[config.mk]
export PLATFORM = sky130hd
export DESIGN_NAME = shaped_noise_gen
export DESIGN_NICKNAME = d
export VERILOG_FILES = /design/src/rtl/noise_pkg.sv /design/src/rtl/lfsr_core.sv /design/src/rtl/shift_sum.sv /design/src/rtl/shaped_noise_gen.sv
export SDC_FILE = /design/constraint.sdc
export NUM_CORES = 1
export LEC_CHECK = 0
export BUFFER_PORTS_ARGS = -buffer_cell sky130_fd_sc_hd__buf_2
export CORE_ASPECT_RATIO = 1.1
export CORE_MARGIN = 2
export CORE_UTILIZATION = 54
export CTS_CLUSTER_DIAMETER = 150
export DETAILED_ROUTE_END_ITERATION = 8
export PLACE_DENSITY = 0.74
export RECOVER_POWER = 100
export SLEW_MARGIN = 20
export SYNTH_ARGS = -nofsm -noshare
export SYNTH_HDL_FRONTEND = slang
export SYNTH_SLANG_ARGS = --single-unit
[constraint.sdc]
create_clock -name clk -period 4.02 [get_ports clk]
set_input_delay 0.603 -clock clk [delete_from_list [all_inputs] [get_ports clk]]
set_output_delay 0.603 -clock clk [all_outputs]
set_load 0.005 [all_outputs]
[src/rtl/noise_pkg.sv]
`timescale 1ns/1ps
package noise_pkg;

  typedef enum logic [1:0] {
    DIST_GAUSS      = 2'd0,
    DIST_BIMODAL    = 2'd1,
    DIST_UNIFORM    = 2'd2,
    DIST_NONUNIFORM = 2'd3
  } dist_mode_e;

  // Feedback tap mask for a maximal-length Fibonacci register of n bits.
  // Bit k set means state[k] takes part in the parity.
  function automatic logic [31:0] tap_mask(input int n);
    logic [31:0] m;
    case (n)
      2:  m = 32'h0000_0003;
      3:  m = 32'h0000_0006;
      4:  m = 32'h0000_000C;
      5:  m = 32'h0000_0014;
      6:  m = 32'h0000_0030;
      7:  m = 32'h0000_0060;
      8:  m = 32'h0000_00B8;
      9:  m = 32'h0000_0110;
      10: m = 32'h0000_0240;
      11: m = 32'h0000_0500;
      12: m = 32'h0000_0829;
      13: m = 32'h0000_100D;
      14: m = 32'h0000_2015;
      15: m = 32'h0000_6000;
      16: m = 32'h0000_D008;
      17: m = 32'h0001_2000;
      18: m = 32'h0002_0400;
      19: m = 32'h0004_0023;
      20: m = 32'h0009_0000;
      21: m = 32'h0014_0000;
      22: m = 32'h0030_0000;
      23: m = 32'h0042_0000;
      24: m = 32'h00E1_0000;
      default: m = 32'h0000_0000;
    endcase
    return m;
  endfunction

  // Right-shift applied to each buffer entry so that depth entries fit in W bits.
  function automatic int entry_shift(input int depth);
    int s;
    s = 0;
    while ((1 << s) < depth) s++;
    return s;
  endfunction

  // Leaves of the adder tree: depth rounded up to a power of two.
  function automatic int tree_leaves(input int depth);
    return 1 << entry_shift(depth);
  endfunction

endpackage

[src/rtl/lfsr_core.sv]
`timescale 1ns/1ps
module lfsr_core #(
  parameter int          N    = 8,
  parameter logic [31:0] SEED = 32'h1
) (
  input  logic         clk,
  input  logic         rst,
  input  logic         adv,
  input  logic         inj,
  output logic [N-1:0] state
);
  localparam logic [31:0] TAPS_ALL = noise_pkg::tap_mask(N);
  localparam logic [N-1:0] TAPS    = TAPS_ALL[N-1:0];
  localparam logic [N-1:0] ONE     = {{(N-1){1'b0}}, 1'b1};
  localparam logic [N-1:0] SEED_N  = (SEED[N-1:0] == '0) ? ONE : SEED[N-1:0];

  logic         fb;
  logic [N-1:0] shifted;
  logic [N-1:0] nxt;
  logic         zero_hit;

  always_comb begin
    fb       = (^(state & TAPS)) ^ inj;
    shifted  = {state[N-2:0], fb};
    zero_hit = (shifted == '0);
    nxt      = zero_hit ? ONE : shifted;
  end

  always_ff @(posedge clk) begin
    if (rst)      state <= SEED_N;
    else if (adv) state <= nxt;
  end

  // the register never holds the all-zero lockup state
  p_nonzero_state_r9: assert property (@(posedge clk) disable iff (rst)
    state != '0);

  // the zero guard is only ever needed when feedback is injected
  p_zero_only_injected_r9: assert property (@(posedge clk) disable iff (rst)
    (adv && zero_hit) |-> inj);

  // no step, no change
  p_hold_r4: assert property (@(posedge clk) disable iff (rst)
    !adv |=> $stable(state));

  // an uninjected step always moves to a different state
  p_move_r4: assert property (@(posedge clk) disable iff (rst)
    (adv && !inj) |=> state != $past(state));

endmodule

[src/rtl/shift_sum.sv]
`timescale 1ns/1ps
module shift_sum #(
  parameter int W     = 8,
  parameter int DEPTH = 7
) (
  input  logic         clk,
  input  logic         rst,
  input  logic         push,
  input  logic [W-1:0] din,
  output logic [W-1:0] sum_q
);
  localparam int SHIFT  = noise_pkg::entry_shift(DEPTH);
  localparam int LEAVES = noise_pkg::tree_leaves(DEPTH);
  localparam int NODES  = 2 * LEAVES - 1;
  localparam int SW     = W + SHIFT + 1;

  logic [W-1:0]  scaled;
  logic [W-1:0]  stage [DEPTH];
  logic [SW-1:0] node  [NODES];
  logic [SW-1:0] root;
  logic          overflow;
  logic          pushed_d;

  assign scaled = din >> SHIFT;

  // Shift buffer: entry 0 is the newest.
  for (genvar k = 0; k < DEPTH; k++) begin : g_stage
    if (k == 0) begin : g_head
      always_ff @(posedge clk) begin
        if (rst)       stage[k] <= '0;
        else if (push) stage[k] <= scaled;
      end
    end else begin : g_body
      always_ff @(posedge clk) begin
        if (rst)       stage[k] <= '0;
        else if (push) stage[k] <= stage[k-1];
      end
    end
  end

  // Leaves of the adder tree, padded with zeros to a power of two.
  for (genvar i = 0; i < LEAVES; i++) begin : g_leaf
    if (i < DEPTH) begin : g_used
      assign node[LEAVES-1+i] = SW'(stage[i]);
    end else begin : g_pad
      assign node[LEAVES-1+i] = '0;
    end
  end

  // Internal nodes: node i sums its two children.
  for (genvar i = 0; i < LEAVES - 1; i++) begin : g_add
    assign node[i] = node[2*i+1] + node[2*i+2];
  end

  assign root     = node[0];
  assign overflow = |root[SW-1:W];

  always_ff @(posedge clk) begin
    if (rst) begin
      pushed_d <= 1'b0;
      sum_q    <= '0;
    end else begin
      pushed_d <= push;
      if (pushed_d) sum_q <= root[W-1:0];
    end
  end

  // the scaled entries never carry past W bits
  p_no_overflow_r5: assert property (@(posedge clk) disable iff (rst)
    !overflow);

  // the Gaussian output moves only one clock after a push
  p_sum_hold_r6: assert property (@(posedge clk) disable iff (rst)
    !pushed_d |=> $stable(sum_q));

endmodule

[src/rtl/shaped_noise_gen.sv]
`timescale 1ns/1ps
module shaped_noise_gen
  import noise_pkg::*;
#(
  parameter int          W         = 8,
  parameter int          V         = 5,
  parameter dist_mode_e  MODE      = DIST_GAUSS,
  parameter logic [31:0] MAIN_SEED = 32'h1,
  parameter logic [31:0] STEP_SEED = 32'h1
) (
  input  logic         clk,
  input  logic         rst,
  output logic [W-1:0] u_noise,
  output logic [W-1:0] g_noise
);
  localparam int          DEPTH    = W - 1;
  localparam bit          BIMODAL  = (MODE == DIST_BIMODAL);
  localparam bit          AVERAGED = (MODE == DIST_NONUNIFORM);
  localparam logic [W-1:0] ONE_W   = {{(W-1){1'b0}}, 1'b1};
  localparam logic [W-1:0] SEED_W  = (MAIN_SEED[W-1:0] == '0) ? ONE_W : MAIN_SEED[W-1:0];

  logic [V-1:0] step_state;
  logic         step_en;
  logic         main_inj;
  logic [W-1:0] main_word;
  logic [W-1:0] prev_word;
  logic [W-1:0] avg_word;

  // Irregular stepping source
  lfsr_core #(.N(V), .SEED(STEP_SEED)) step_i (
    .clk   (clk),
    .rst   (rst),
    .adv   (1'b1),
    .inj   (1'b0),
    .state (step_state)
  );

  assign step_en  = step_state[0];
  assign main_inj = BIMODAL ? ~g_noise[W-1] : 1'b0;

  // Main word source
  lfsr_core #(.N(W), .SEED(MAIN_SEED)) main_i (
    .clk   (clk),
    .rst   (rst),
    .adv   (step_en),
    .inj   (main_inj),
    .state (main_word)
  );

  always_ff @(posedge clk) begin
    if (rst)          prev_word <= SEED_W;
    else if (step_en) prev_word <= main_word;
  end

  assign avg_word = (main_word >> 1) + (prev_word >> 1)
                  + {{(W-1){1'b0}}, main_word[0] & prev_word[0]};

  always_comb u_noise = AVERAGED ? avg_word : main_word;

  // Gaussian path: buffer shifts on the same clocks the main word steps
  shift_sum #(.W(W), .DEPTH(DEPTH)) sum_i (
    .clk   (clk),
    .rst   (rst),
    .push  (step_en),
    .din   (main_word),
    .sum_q (g_noise)
  );

  // the stepping source stays out of its lockup state
  p_stepper_live_r2: assert property (@(posedge clk) disable iff (rst)
    step_state != '0);

  // the uniform port never shows zero
  p_out_nonzero_r9: assert property (@(posedge clk) disable iff (rst)
    u_noise != '0);

  // the uniform port is frozen on clocks without a step
  p_step_cadence_r4: assert property (@(posedge clk) disable iff (rst)
    !step_en |=> $stable(u_noise));

  // the averaged word lies between its two operands
  p_avg_bounds_r7: assert property (@(posedge clk) disable iff (rst)
    AVERAGED |-> ((u_noise >= main_word || u_noise >= prev_word) &&
                  (u_noise <= main_word || u_noise <= prev_word)));

endmodule

Word level (Yosys, flattened, before mapping)
Memories as Yosys holds them, arrays and structs flattened.
Cells that the tools add are included.
{ "totals": {"reg_bits": 22, "ramBits": 56, "input_bits": 2, "out_inout_bits": 16, "word_cells": 36, "mem_count": 1} }
{ "classes": {"addsub": 6, "muxes": 13, "bitwise_logic": 7, "reduce_logical": 5} }
{ "memory_table": {"columns": ["memory", "depth", "width", "rd", "rd_ports_with_merged_regs", "wr", "line_no", "text"], "rows": [
  ["sum_i.stage", 7, 8, 7, 0, 7, "shift_sum.sv:18", "logic [W-1:0] stage [DEPTH];"]
]} }
{ "ops": {"columns": ["cell", "n"], "rows": [
  ["2-to-1 mux 8 bit", 8],
  ["adder 8 bit", 6],
  ["logical NOT 8 bit", 1],
  ["parity 8 bit", 1],
  ["bitwise OR 1 bit", 7],
  ["logical NOT 5 bit", 1],
  ["2-to-1 mux 1 bit", 5],
  ["parity 5 bit", 1],
  ["OR reduction 2 bit", 1]
]} }

Depth between registers and ports, before layout
{ "logic_depth": {"depth_word": 4, "depth_mapped": 13, "ltp_nobuf": 13} }

Cells and area by module
Synthesis repeated with hierarchy kept, for this count alone.
{ "hier_totals": {"cells_unflattened": 251, "hier_area_um2": 3015.4} }
{ "modules_own_cells": {"columns": ["module", "n_inst", "cells_each", "area_each_um2", "seq_area_each_um2"], "rows": [
  ["shift_sum", 1, 197, 2472.4, 1231.2],
  ["lfsr_core at main_i", 1, 32, 337.8, 160.2],
  ["lfsr_core at step_i", 1, 20, 197.7, 100.1],
  ["shaped_noise_gen", 1, 2, 7.5, 0.0]
]} }

Least setup slack after synthesis
No wires, ideal clock.
{ "synth_timing": {"path_kind": "flip-flop to flip-flop", "from": "memory sum_i.stage[6][2]", "to": "register sum_i.sum_q[5]", "setup_time_ns": 0.095, "arrival_time_ns": 3.642, "required_ns": 3.925, "setup_slack_ns": 0.283, "path_stages_with_launch": 11, "n_path_buf": 0, "period_less_slack_ns": 3.737, "path_cell_list": "edfxtp_1 -> inv_1 -> fa_1 -> inv_1 -> fa_1 -> fa_1 -> fa_1 -> fa_1 -> and3_4 -> or4_1 -> o311ai_1"} }
{ "synth_rtl": {"columns": ["element", "line_no", "text"], "rows": [
  ["start: declaration", "shift_sum.sv:18", null],
  ["end signal: assignment", "shift_sum.sv:64", "if (pushed_d) sum_q <= root[W-1:0];"],
  ["end: declaration", "shift_sum.sv:10", "output logic [W-1:0] sum_q"]
]} }

==> metrics.md <==
| Metric | Value |
|---|---|
| Critical path type | `reg2reg` |
| Critical path required time | `between 4 and 5 ns` |
| Fillers | `~450` |
| Final ANT Viol Nets | `0` |
| Switch Pwr | `approximately 570 uW` |
| FF+latch count, synth | `57` |
| DIE WIDTH | `74.6 um` |
| Post-CTS Setup Bufs | `0` |
| Sequential share of the synthesized area | `50.3%` |
| Root Buffer | `clkbuf_8` |
| Syn avg cell area | `11.9 um2` |
| Clock power share | `29.0%` |
| Placed Area | `between 0.003 and 0.004 mm2` |
| Via-to-Cell Ratio | `4.79` |
| Total wire length | `4.42 mm` |
| Fin crit share | `95.6%` |
| Initial Utilization | `55.6%` |
| PortBufs | `17` |
| First-pass GRT wire length | `7.95 mm` |
| Final setup viols | `0` |
| Worst setup SP type | `flop` |
| Synth async-reset ratio | `0%` |
| RSZ-0062 raised after global routing | `false` |
| Resized cells post-CTS | `0` |
| # clock sinks | `57` |
| Die area | `0.00610 mm2` |
| Mapped Cells | `between 200 and 250` |
| Reg area | `0.00149 mm2` |
| Tightest Pin Transition | `2.49 ns` |
| Post-synth top flop | `edfxtp_1` |
| Layout cells sized above 1 | `8.00%` |
| Area grow syn2layout | `11.2%` |
| Fin. Hold Viols | `0` |
| Int Power | `~1.2 mW` |
| ANT cells | `0` |
| Drt first pass iters | `4` |
| Post-DP HPWL | `3.13 mm` |
| Largest net degree at the start of global routing | `37` |
| Setup TNS Final | `0 ns` |
| Layout Skew | `0.00507 ns` |
| Avg WL per Cell | `12.6 um` |
| Clk_lat worst skew | `0.33 ns` |
| Outcome | `finished, violations left` |
| Min Tclk post-route | `3.84 ns` |
| Detailed router's first-iteration violation count | `86` |
| CTS H-tree depth | `3` |
| Nature of the critical path endpoint | `flop` |
| Worst slack at placement | `0.162 ns` |
| Commonest non-fill, non-tap cell in the layout | `inv_1` |
| Switching Fraction | `31.8%` |
| Synth Cell Area | `0.00296 mm2` |
| Worst-path clk slew | `0.07 ns` |
| Post-layout net count | `305` |
| Commonest non-fill, non-tap cells in the layout | `inv_1 (50), edfxtp_1 (35), and2_0 (25)` |
| Fmax | `260 MHz` |
| # IOs | `18` |
| Final design area excluding fillers | `0.00330 mm2` |
| Pwr dens | `approximately 540 mW/mm2` |
| Rel. slew slack | `-66.0%` |
| Unique masters post-synth | `36` |
| CTS Buf Count | `9` |
| Failing checks | `max-capacitance violations, max-slew violations` |
| TritonCTS clock tree | `built` |
| Area of the multi-input gates | `between 0.001 and 0.0015 mm2` |
| Slew Limit Fails | `37` |
| Peak VDD IR | `between 0.3 and 0.4 mV` |
| Clock buffer depth | `2` |
| Placer Congestion | `0.746` |
| Yosys warns | `0` |
| Via count | `~1700` |
| Hold_buf cts | `0` |
| Net Count, Synth | `around 280` |
| Die Ht | `approximately 82 um` |
| Vias in the first global route | `roughly 1800` |
| Worst EP arrival | `4.08 ns` |
| FP Rows | `28` |
| Pleak | `1.43 nW` |
| Fin util | `61.9%` |
| Core Region | `0.00533 mm2` |
| Total grt overflow | `0` |
| Final setup margin | `0.177 ns` |
| Sequential share of power | `41.1%` |
| Worst Path Max Fanout | `3` |
| Worst Hold Class | `reg2reg` |
| Max cap viols | `1` |
| Combinational power share | `29.8%` |
| Drt drc | `0` |
| Post-synth EDFFs | `35` |
| All-Layer GR Usage | `17.9%` |
| Initial antenna violation count | `0` |
-- registers in the layout, indices dropped and copies added (netlist names) --
signal	cells
sum_i.stage	35
sum_i.pushed_d	1
main_i.state	8
step_i.state	5
sum_i.sum_q	8
-- cell type report --
cell class	instances	area share (%)
flip-flops and latches	57	45.3
clock inverters	4	0.645
repair buffers	18	2.28
inverters	50	5.69
well taps	75	2.85
clock buffers	12	5.39
multi-input cells	134	37.9
-- synthesized netlist by cell type (2+ instances only) --
| library cell | instances | area share (%) |
|---|---|---|
| and2_1 | 36 | 7.6 |
| a211oi_1 | 2 | 0.51 |
| inv_1 | 50 | 6.3 |
| dfxtp_1 | 22 | 15 |
| o221ai_1 | 2 | 0.59 |
| nor3_1 | 5 | 0.84 |
| o21ai_0 | 4 | 0.68 |
| nand3b_1 | 2 | 0.51 |
| fa_1 | 23 | 16 |
| nor2b_1 | 6 | 1.3 |
| nor2_1 | 13 | 1.6 |
| nand2_1 | 2 | 0.25 |
| edfxtp_1 | 35 | 35 |
| ha_1 | 10 | 4.2 |
| buf_2 | 4 | 0.68 |
| clkbuf_1 | 3 | 0.38 |
| xnor2_1 | 2 | 0.59 |
| mux2i_1 | 10 | 3.4 |
-- path summary, 6_finish.rpt --
path | cells past startpoint | endpoint | slack (ns) | startpoint
hold reg to reg | 1 | step_i.state[2] | 0.47 | step_i.state[1]
hold / removal | 1 | step_i.state[2] | 0.47 | step_i.state[1]
setup reg to reg | 11 | sum_i.sum_q[5] | 0.18 | sum_i.stage[5][1]
setup / recovery | 11 | sum_i.sum_q[5] | 0.18 | sum_i.stage[5][1]
-- stage by stage --
stage / total power, mW / hold WS (ns) / std cells
after CTS: 1.83 / 0.473 / 350
after global routing: 1.94 / 0.492 / 350
after global placement: 1.30 / 0.447 / 334
final: 1.79 / 0.473 / 350
after floorplan: 1.16 / 0.439 / 249
after detailed placement: 1.31 / 0.465 / 334
-- layer usage --
| metal | share of wire, % | up-vias | global-route usage (%) |
|---|---|---|---|
| met3 | 2.3 | 8 | 3.68 |
| met1 | 48 | 806 | 23.7 |
| met2 | 47 | 18 | 27.6 |
| met4 | 2.2 | 0 | 9.64 |
| met5 | 0 | - | 0 |
| li1 | - | 844 | - |
-- worst max-delay path, stage by stage (launching register included) --
cell and delay [ns]:
edfxtp_1 0.42, fa_1 0.56, inv_1 0.05, fa_1 0.46
fa_1 0.55, inv_1 0.04, ha_1 0.26, ha_1 0.23
fa_1 0.41, and3_4 0.19, or4_1 0.50, o311ai_1 0.08
-- logic make-up after synthesis --
family / Yosys count / share of synthesized area [%]
DFF: 57 / 50.3
xor gates and xnor gates: 3 / 0.887
adders and majority gates: 33 / 19.8
muxes: 10 / 3.38
buffers and inverters: 58 / 7.52
AOI/OAI and AO/OA: 18 / 4.48
and+or+nand+nor: 70 / 13.6
-- power by group through the flow --
stage	logic (mW)	clock network (mW)	registers, mW
finish	0.534	0.520	0.737
global route	0.640	0.553	0.747
CTS	0.563	0.532	0.735
detailed placement	0.561	0	0.746
global placement	0.551	0	0.745
floorplan	0.429	0	0.733
Note: power is estimated with default switching activity, not from simulation.
